`src/rtl/ic_pkg.sv`:
```
package ic_pkg;
    localparam int N_BANKS  = 4;
    localparam int BANK_W   = 32;
    localparam int DATA_W   = 32;
    localparam int ADDR_W   = 8;
    localparam int N_SRC    = N_BANKS * BANK_W;
    localparam int IDX_W    = $clog2(N_SRC);
    localparam int SLOT_LSB = 4;
    localparam int SLOT_W   = ADDR_W - SLOT_LSB;

    typedef enum logic [1:0] {
        REG_STATUS = 2'd0,
        REG_CLEAR  = 2'd1,
        REG_ENABLE = 2'd2,
        REG_FAST   = 2'd3
    } reg_sel_e;

    typedef struct packed {
        logic do_clr;
        logic do_en;
        logic do_fast;
    } bank_wr_t;

    typedef struct packed {
        logic             valid;
        logic [IDX_W-1:0] idx;
    } rr_result_t;

    function automatic logic [IDX_W-1:0] wrap_inc(input logic [IDX_W-1:0] v);
        if (v == IDX_W'(N_SRC - 1))
            return '0;
        return v + 1'b1;
    endfunction
endpackage

```
`src/rtl/ic_bank.sv`:
```
module ic_bank
    import ic_pkg::*;
(
    input  logic              clk,
    input  logic              rst,
    input  logic [BANK_W-1:0] src,
    input  bank_wr_t          wr,
    input  logic [BANK_W-1:0] wdata,
    output logic [BANK_W-1:0] status,
    output logic [BANK_W-1:0] enable,
    output logic [BANK_W-1:0] fast,
    output logic              irq_any,
    output logic              fiq_any
);
    logic [BANK_W-1:0] src_q;
    logic [BANK_W-1:0] rise;
    logic [BANK_W-1:0] clr;

    assign rise = src & ~src_q;
    assign clr  = wr.do_clr ? wdata : '0;

    always_ff @(posedge clk) begin
        if (rst) begin
            src_q  <= '0;
            status <= '0;
            enable <= '0;
            fast   <= '0;
        end else begin
            src_q  <= src;
            // new edge wins over a simultaneous acknowledge
            status <= (status & ~clr) | rise;
            if (wr.do_en)
                enable <= wdata;
            if (wr.do_fast)
                fast <= wdata;
        end
    end

    assign irq_any = |(status & enable & ~fast);
    assign fiq_any = |(status & enable & fast);
endmodule

```
`src/rtl/ic_rr_finder.sv`:
```
module ic_rr_finder
    import ic_pkg::*;
(
    input  logic [N_SRC-1:0] pend,
    input  logic [IDX_W-1:0] last,
    output rr_result_t       res
);
    logic [IDX_W-1:0] start;
    logic [N_SRC-1:0] rot;
    logic [IDX_W-1:0] pos;
    logic             found;
    logic [IDX_W:0]   sum;

    assign start = wrap_inc(last);
    assign rot   = N_SRC'({pend, pend} >> start);

    always_comb begin
        found = 1'b0;
        pos   = '0;
        for (int i = N_SRC - 1; i >= 0; i--) begin
            if (rot[i]) begin
                found = 1'b1;
                pos   = IDX_W'(i);
            end
        end
    end

    always_comb begin
        sum = {1'b0, start} + {1'b0, pos};
        if (sum >= (IDX_W + 1)'(N_SRC))
            sum = sum - (IDX_W + 1)'(N_SRC);
        res.valid = found;
        res.idx   = found ? sum[IDX_W-1:0] : '0;
    end
endmodule

```
`src/rtl/ic_top.sv`:
```
module ic_top
    import ic_pkg::*;
(
    input  logic              clk,
    input  logic              rst,
    input  logic [N_SRC-1:0]  src_i,
    input  logic              bus_wr,
    input  logic [ADDR_W-1:0] bus_addr,
    input  logic [DATA_W-1:0] bus_wdata,
    output logic [DATA_W-1:0] bus_rdata,
    output logic              irq_o,
    output logic              fiq_o,
    output logic              next_valid_o,
    output logic [IDX_W-1:0]  next_idx_o
);
    logic [SLOT_W-1:0] slot;
    reg_sel_e          sel;
    logic              aligned;

    assign slot    = bus_addr[ADDR_W-1:SLOT_LSB];
    assign sel     = reg_sel_e'(bus_addr[3:2]);
    assign aligned = (bus_addr[1:0] == 2'b00);

    bank_wr_t          bwr      [N_BANKS];
    logic [BANK_W-1:0] stat_w   [N_BANKS];
    logic [BANK_W-1:0] en_w     [N_BANKS];
    logic [BANK_W-1:0] fast_w   [N_BANKS];
    logic [N_BANKS-1:0] irq_b;
    logic [N_BANKS-1:0] fiq_b;
    logic [N_SRC-1:0]  stat_all;
    logic [N_SRC-1:0]  en_all;
    logic [N_SRC-1:0]  fast_all;
    logic [N_SRC-1:0]  pend_all;

    for (genvar b = 0; b < N_BANKS; b++) begin : g_bank
        logic hit;
        assign hit = bus_wr && aligned && (slot == SLOT_W'(b));
        assign bwr[b].do_clr  = hit && (sel == REG_CLEAR);
        assign bwr[b].do_en   = hit && (sel == REG_ENABLE);
        assign bwr[b].do_fast = hit && (sel == REG_FAST);

        ic_bank u_bank (
            .clk     (clk),
            .rst     (rst),
            .src     (src_i[b*BANK_W +: BANK_W]),
            .wr      (bwr[b]),
            .wdata   (bus_wdata),
            .status  (stat_w[b]),
            .enable  (en_w[b]),
            .fast    (fast_w[b]),
            .irq_any (irq_b[b]),
            .fiq_any (fiq_b[b])
        );

        assign stat_all[b*BANK_W +: BANK_W] = stat_w[b];
        assign en_all  [b*BANK_W +: BANK_W] = en_w[b];
        assign fast_all[b*BANK_W +: BANK_W] = fast_w[b];
    end

    assign pend_all = stat_all & en_all;
    assign irq_o    = |irq_b;
    assign fiq_o    = |fiq_b;

    // last-serviced index register, one slot past the banks
    logic [IDX_W-1:0] last_q;
    logic             last_hit;
    assign last_hit = aligned && (slot == SLOT_W'(N_BANKS)) && (sel == REG_STATUS);

    always_ff @(posedge clk) begin
        if (rst)
            last_q <= IDX_W'(N_SRC - 1);
        else if (bus_wr && last_hit)
            last_q <= bus_wdata[IDX_W-1:0];
    end

    rr_result_t rr;
    ic_rr_finder u_rr (
        .pend (pend_all),
        .last (last_q),
        .res  (rr)
    );
    assign next_valid_o = rr.valid;
    assign next_idx_o   = rr.idx;

    always_comb begin
        bus_rdata = '0;
        if (aligned) begin
            for (int b = 0; b < N_BANKS; b++) begin
                if (slot == SLOT_W'(b)) begin
                    case (sel)
                        REG_STATUS: bus_rdata = stat_w[b];
                        REG_ENABLE: bus_rdata = en_w[b];
                        REG_FAST:   bus_rdata = fast_w[b];
                        default:    bus_rdata = '0;
                    endcase
                end
            end
            if (last_hit)
                bus_rdata = DATA_W'(last_q);
        end
    end
endmodule

```
`config.mk`:
```
export PLATFORM = sky130hd
export DESIGN_NAME = ic_top
export DESIGN_NICKNAME = d
export VERILOG_FILES = /design/src/rtl/ic_pkg.sv /design/src/rtl/ic_bank.sv /design/src/rtl/ic_rr_finder.sv /design/src/rtl/ic_top.sv
export SDC_FILE = /design/constraint.sdc
export NUM_CORES = 2
export LEC_CHECK = 0
export BUFFER_PORTS_ARGS = -buffer_cell sky130_fd_sc_hd__buf_4
export CAP_MARGIN = 30
export CORE_MARGIN = 5
export CORE_UTILIZATION = 27
export CTS_CLUSTER_DIAMETER = 80
export DETAILED_ROUTE_END_ITERATION = 6
export PLACE_DENSITY = 0.51
export SETUP_SLACK_MARGIN = 0.02
export SLEW_MARGIN = 5
export SYNTH_ARGS = -nofsm -noshare
export SYNTH_HDL_FRONTEND = slang
export SYNTH_HIERARCHICAL = 1
export SYNTH_SLANG_ARGS = --single-unit
```
`constraint.sdc`:
```
create_clock -name clk -period 6.7 [get_ports clk]
set_clock_uncertainty 0.1 [all_clocks]
set_input_delay 0.335 -clock clk [delete_from_list [all_inputs] [get_ports clk]]
set_output_delay 0.335 -clock clk [all_outputs]
set_load 0.005 [all_outputs]
```
[Word-level counts from Yosys, hierarchy flattened]
Cells that the tools add are included.
Word-level totals
  register bits: 519
  latch bits: 0
  RAM bits: 0
  memory bits (read-only): 0
  input bits: 171
  output and inout bits: 42
  word-level logic and storage cells: 367
  memories kept: 0
Cells by class
  $add $sub $neg: 3
  multipliers: 0
  divide/modulo/power cells: 0
  magnitude comparators: 1
  eq/ne operators: 8
  shift operators: 1
  mux-type cells: 275
  bitwise logic cells: 37
  reductions and logical operators: 25
Operators by type and width (number)
  $mux W7: 132
  $and A32 B32 Y32: 20
  $not A32 Y32: 12
  $pmux W32 S3: 4
  $mux W32: 10
  $reduce_or A128 Y1: 2
  $shr A256 B7 Y128: 1
  $mux W1: 129
  $and A128 B128 Y128: 1
  $or A32 B32 Y32: 4
  $logic_and A1 B1 Y1: 20
  $add A7 B7 Y8: 1
  $eq A4 B2 Y1 const B: 2
  $ge A8 B8 Y1 const B: 1
  $add A7 B1 Y7 const B: 1
  $eq A7 B7 Y1 const B: 1
  $sub A7 B1 Y7 const B: 1
  $eq A2 B2 Y1 const B: 2
  $eq A4 B1 Y1 const B: 1
  $eq A4 B3 Y1 const B: 1
  $logic_not A2 Y1: 2
  $logic_not A4 Y1: 1
  $eq A2 B1 Y1 const B: 1

[Depth between registers and ports, before layout]
  depth after elaboration: 136
  depth in mapped cells: 31
  gate-level depth less buffers: 26

[Modules after synthesis]
The synthesis kept the hierarchy.
Modules (own cells, without submodules)
  ic_bank: instances 4, cells each 535, area each 4961.0 µm², seq. area each 2562.5 µm²
  ic_rr_finder: instances 1, cells each 2763, area each 18774.3 µm², seq. area each 0.0 µm²
  ic_top: instances 1, cells each 660, area each 4722.0 µm², seq. area each 140.1 µm²

[Worst setup path before layout]
Ideal clock, no wire load.
  kind: register to output
  from: register last_q[1]
  to: output port next_idx_o[6]
  data arrival time: 6149 ps
  data required time: 6265 ps
  path slack: 116 ps
  stages on the path, launching flop included: 29
  path buffers: 5
  cells stage by stage: dfxtp_1 > ha_1 > buf_2 > buf_2 > buf_2 > buf_1 > buf_2 > mux4_2 > mux2_2 > a22oi_1 > nand2_1 > a32oi_1 > nand2_1 > nor3_1 > o21ai_0 > a2111oi_0 > o21ai_0 > a2111oi_0 > o2111a_1 > o31ai_1 > ha_1 > fa_1 > a21o_1 > a21oi_1 > o21bai_1 > a21oi_1 > xnor2_1 > xnor2_1 > and2_1
Between the ends
  longest elaborated chain between the ends: 136
  elaborated cells between the ends (all ways): 266
  those cells by class: add/sub (3); order compare (1); eq/ne (1); shift (1); mux (260)
RTL lines
  start, declared: line ic_top.sv:65  | logic [IDX_W-1:0] last_q;
  start signal, assigned: line ic_top.sv:71  | last_q <= IDX_W'(N_SRC - 1);
  start signal, assigned: line ic_top.sv:73  | last_q <= bus_wdata[IDX_W-1:0];
  parallel branches: the longest is 2 deep, another holds $add A7 B1 Y7
  $mux W7 *: line ic_pkg.sv:32  | return v + 1'b1;
  $shr A256 B7 Y128: line ic_rr_finder.sv:15  | assign rot = N_SRC'({pend, pend} >> start);
  $mux W7 (128 in a row): line ic_rr_finder.sv:21  | if (rot[i]) begin
  $add A7 B7 Y8: line ic_rr_finder.sv:29  | sum = {1'b0, start} + {1'b0, pos};
  $sub A7 B1 Y7 / $ge A8 B8 Y1 (equally long branches): line ic_rr_finder.sv:31, ic_rr_finder.sv:30
  $mux W7: line ic_rr_finder.sv:30  | if (sum >= (IDX_W + 1)'(N_SRC))
  $mux W7 *: line ic_rr_finder.sv:33  | res.idx = found ? sum[IDX_W-1:0] : '0;
  end, declared: line ic_top.sv:14  | output logic [IDX_W-1:0] next_idx_o
Every way passes the cells marked *.

[Worst setup path after layout]
  from: register last_q[0]
  to: output port next_idx_o[6]
Same word-level chain as after synthesis.

==> summary.md <==
| Metric | Value |
|---|---|
| Number of port buffers | 212 |
| Combinational Power Share | 18.4% |
| Synth top area share | 24.0% |
| Final worst path period share | 108% |
| Setup crit end | next_idx_o[6] |
| Clock buffer depth | 3 |
| Crit path largest cell delay | 0.68 ns |
| Achievable frequency | 138 MHz |
| Commonest non-fill, non-tap cell in the layout | buf_4 |
| GPL Wtd Cong | 1.09 |
| Inserted Clock Buffers | 50 |
| Layout Cells excl Fill | 9406 |
| Yosys top cell by area | dfxtp_1 |
| Initial Util | 27.1% |
| Worst setup path class | register to primary output |
| Root Driver | clkbuf_16 |
| Maximum vdd drop | 0.215 mV |
| Endpoints failing setup | 6 |
| Total number of vias | 54700 |
| Synth unique cells | 101 |
| Clock power share | 39.3% |
| Dpl ws | -1.15 ns |
| Clock sink count | 519 |
| FILL cells | 16500 |
| Slew Limit Fails | 0 |
| Floorplan row count | 147 |
| Cells after Synth | 5563 |
| Sw Ratio | 28.2% |
| Sequential power share | 42.3% |
| Die outline area | 169000 um2 |
| Final #Nets | 7455 |
| Status | finished, violations left |
| Share of cells above drive strength 1 | 37.7% |
| Power per cell area | 117 nW/um2 |
| Drt via density | 5.82 |
| Top area cells in the synthesized netlist | dfxtp_1, mux2i_1, nor2_1, mux2_2, nand2_1 |
| #FFs+latches synth | 519 |
| Top FF cell, synth | dfxtp_1 |
| CP startpoint kind | register |
| Reg clk slew, reported paths | 0.07 ns |
| First-pass GRT wire length | 395000 um |
| Post-route ant nets | 0 |
| HP Class | input port to register |
| Failing checks | negative setup slack |
| CTS tree | built |
| GRT overflow | 0 |
| Drt wl/cell | 30.4 um |
| R2r endpoint | last_q[0] |
| DRT Pass-1 Iters | 7 |
| Slew margin rel. | 29.5% |
| WL final | 286000 um |
| Sw power | 2.15 mW |
| Sequential share of the synthesized area | 24.0% |
| Max-capacitance violation count | 0 |
| Largest net degree at the start of global routing | 181 |
| H-tree levels | 2 |
| FF-to-FF Start | last_q[0] |
| Clk_lat worst skew | 0.62 ns |
| Die height | 411 um |
| Initial antenna violation count | 7 |
| Synthesized area per cell | 7.79 um2 |
| Crit end category | primary output |
| Crit Path Max Fanout | 7 |
| Global Route Usage Sum | 32.0% |
| Synth Cell Area | 43300 um2 |
| Area delta synth->final | 50.1% |
| Most used cell, CP | buf_4 |
| Vias in the first global route | 51900 |
| Die W | 411 um |
| Setup TNS | -1.88 ns |
| Design Power | 7.63 mW |
| Most frequent cells in the layout | buf_4, nor2_1, mux2i_1 |
| Synthesis Warnings | 6 |
| Syn nets | 5742 |
| P_int | 5.48 mW |
| R2r setup slk | 5.55 ns |
| 1st-iter DRT viols | 6763 |
| Core region area | 160000 um2 |
| Critical path arrival | 6.81 ns |
| Final WS setup | -0.547 ns |
| RSZ-0062 raised after global routing | true |
| Pin slew with the least headroom to its limit | 1.06 ns |
| Worst setup path startpoint | last_q[0] |
| Required @ worst endpoint | 6.26 ns |
| Slowest CP cell | nor2_1 |
| Placed Cells incl. Taps | 9079 |
| Residual DRC count | 0 |
| Post-synth ARST share | 0% |
| R2r worst-path depth | 3 |
| Leak Pwr | 26.6 nW |
| DP Wirelength | 226000 um |
| Post-layout minimum cycle time | 7.25 ns |
| Final hold vios | 0 |
| # IOs | 213 |
| Post-synth EDFFs | 0 |
worst max-delay path, delay by kind of cell, from the launching register on:
family,cells,cell delay [ns]
DFF,1,0.35
and+or+nand+nor,7,1.68
buffers and inverters,6,0.96
xor gates and xnor gates,3,0.43
AOI/OAI and AO/OA,11,2.03
adders and majority gates,3,0.75
synth_stat cells (all sizes together), types with 141 or more instances:
cell type    n
a21oi      379
and2       141
buf        278
clkbuf     154
dfxtp      519
mux2       214
mux2i      570
nand2      511
nand3      239
nor2       673
nor2b      285
o21ai      206
o22ai      153
stage by stage:
stage | util (%) | hold slack, ns | instance area [um2]
3_5_place_dp | 36.5 | 0.419 | 58400
6_report | 40.7 | 0.0725 | 65100
3_3_place_gp | 36.5 | 0.404 | 58400
4_1_cts | 40.0 | 0.0334 | 64000
2_1_floorplan | - | 0.329 | 43300
5_1_grt | 40.7 | 0.0512 | 65100
registers in the layout, summed over array words and instances, names as in the netlist:
name / flops
g_bank.u_bank/enable: 128
g_bank.u_bank/fast: 128
g_bank.u_bank/src_q: 128
g_bank.u_bank/status: 128
last_q: 7
area by class of cell:
cell class	instances	area [um2]	share of cell area (%)
inverters	33	151	0.233
flip-flops and latches	519	10400	16.0
clock inverters	27	284	0.437
multi-input cells	4579	32900	50.6
repair inverters	1	11.3	0.0173
well taps	2086	2610	4.01
repair buffers	2092	17300	26.5
diodes	3	7.51	0.0115
clock buffers	66	1420	2.18
worst min-delay path by stage:
| stage | start | slack [ns] | to | depth (start not counted) |
|---|---|---|---|---|
| 2_1_floorplan | rst | 0.33 | last_q[0] | 1 |
| 3_3_place_gp | g_bank[1].u_bank/fast[10] | 0.40 | g_bank[1].u_bank/fast[10] | 2 |
| 3_5_place_dp | g_bank[3].u_bank/src_q[26] | 0.42 | g_bank[3].u_bank/status[26] | 3 |
| 4_1_cts | bus_wdata[25] | 0.03 | g_bank[2].u_bank/fast[25] | 3 |
| 5_1_grt | bus_wdata[0] | 0.05 | g_bank[1].u_bank/enable[0] | 3 |
| 6_report | bus_wdata[9] | 0.07 | g_bank[2].u_bank/fast[9] | 3 |
layer usage:
layer	vias to the layer above	wire [um]	global-route usage [%]
li1	24200	-	-
met1	26600	114000	40.8
met2	3170	122000	49.2
met3	802	25000	5.56
met4	8	25100	22.2
met5	-	51	0
power groups by stage:
stage | clock network, mW | logic [mW] | registers [mW]
3_3_place_gp | 0 | 1.22 | 3.29
2_1_floorplan | 0 | 0.517 | 3.32
4_1_cts | 3.05 | 1.34 | 3.23
5_1_grt | 3.14 | 1.47 | 3.24
6_report | 2.99 | 1.40 | 3.23
3_5_place_dp | 0 | 1.23 | 3.30
repair_timing:
| action | CTS | global route |
|---|---|---|
| setup buffers | 67 | 25 |
| setup endpoints to repair | 8 | 8 |
| gates cloned | 7 | 3 |
| pin swaps | 89 | 62 |
| hold endpoints to repair | 174 | 0 |
| gates resized for setup | 439 | 162 |
| hold buffers | 128 | 0 |
cell families after synthesis:
| kind of cell | Yosys count | share of synthesized area [%] |
|---|---|---|
| AO/OA/AOI/OAI | 1480 | 23.0 |
| XOR/XNOR | 14 | 0.318 |
| adder cells (fa/ha/maj) | 8 | 0.248 |
| buffers and inverters | 465 | 5.82 |
| flip-flops | 519 | 24.0 |
| multiplexers | 845 | 21.9 |
| AND/OR/NAND/NOR | 2232 | 24.7 |
(Power assumes the default switching activity.)
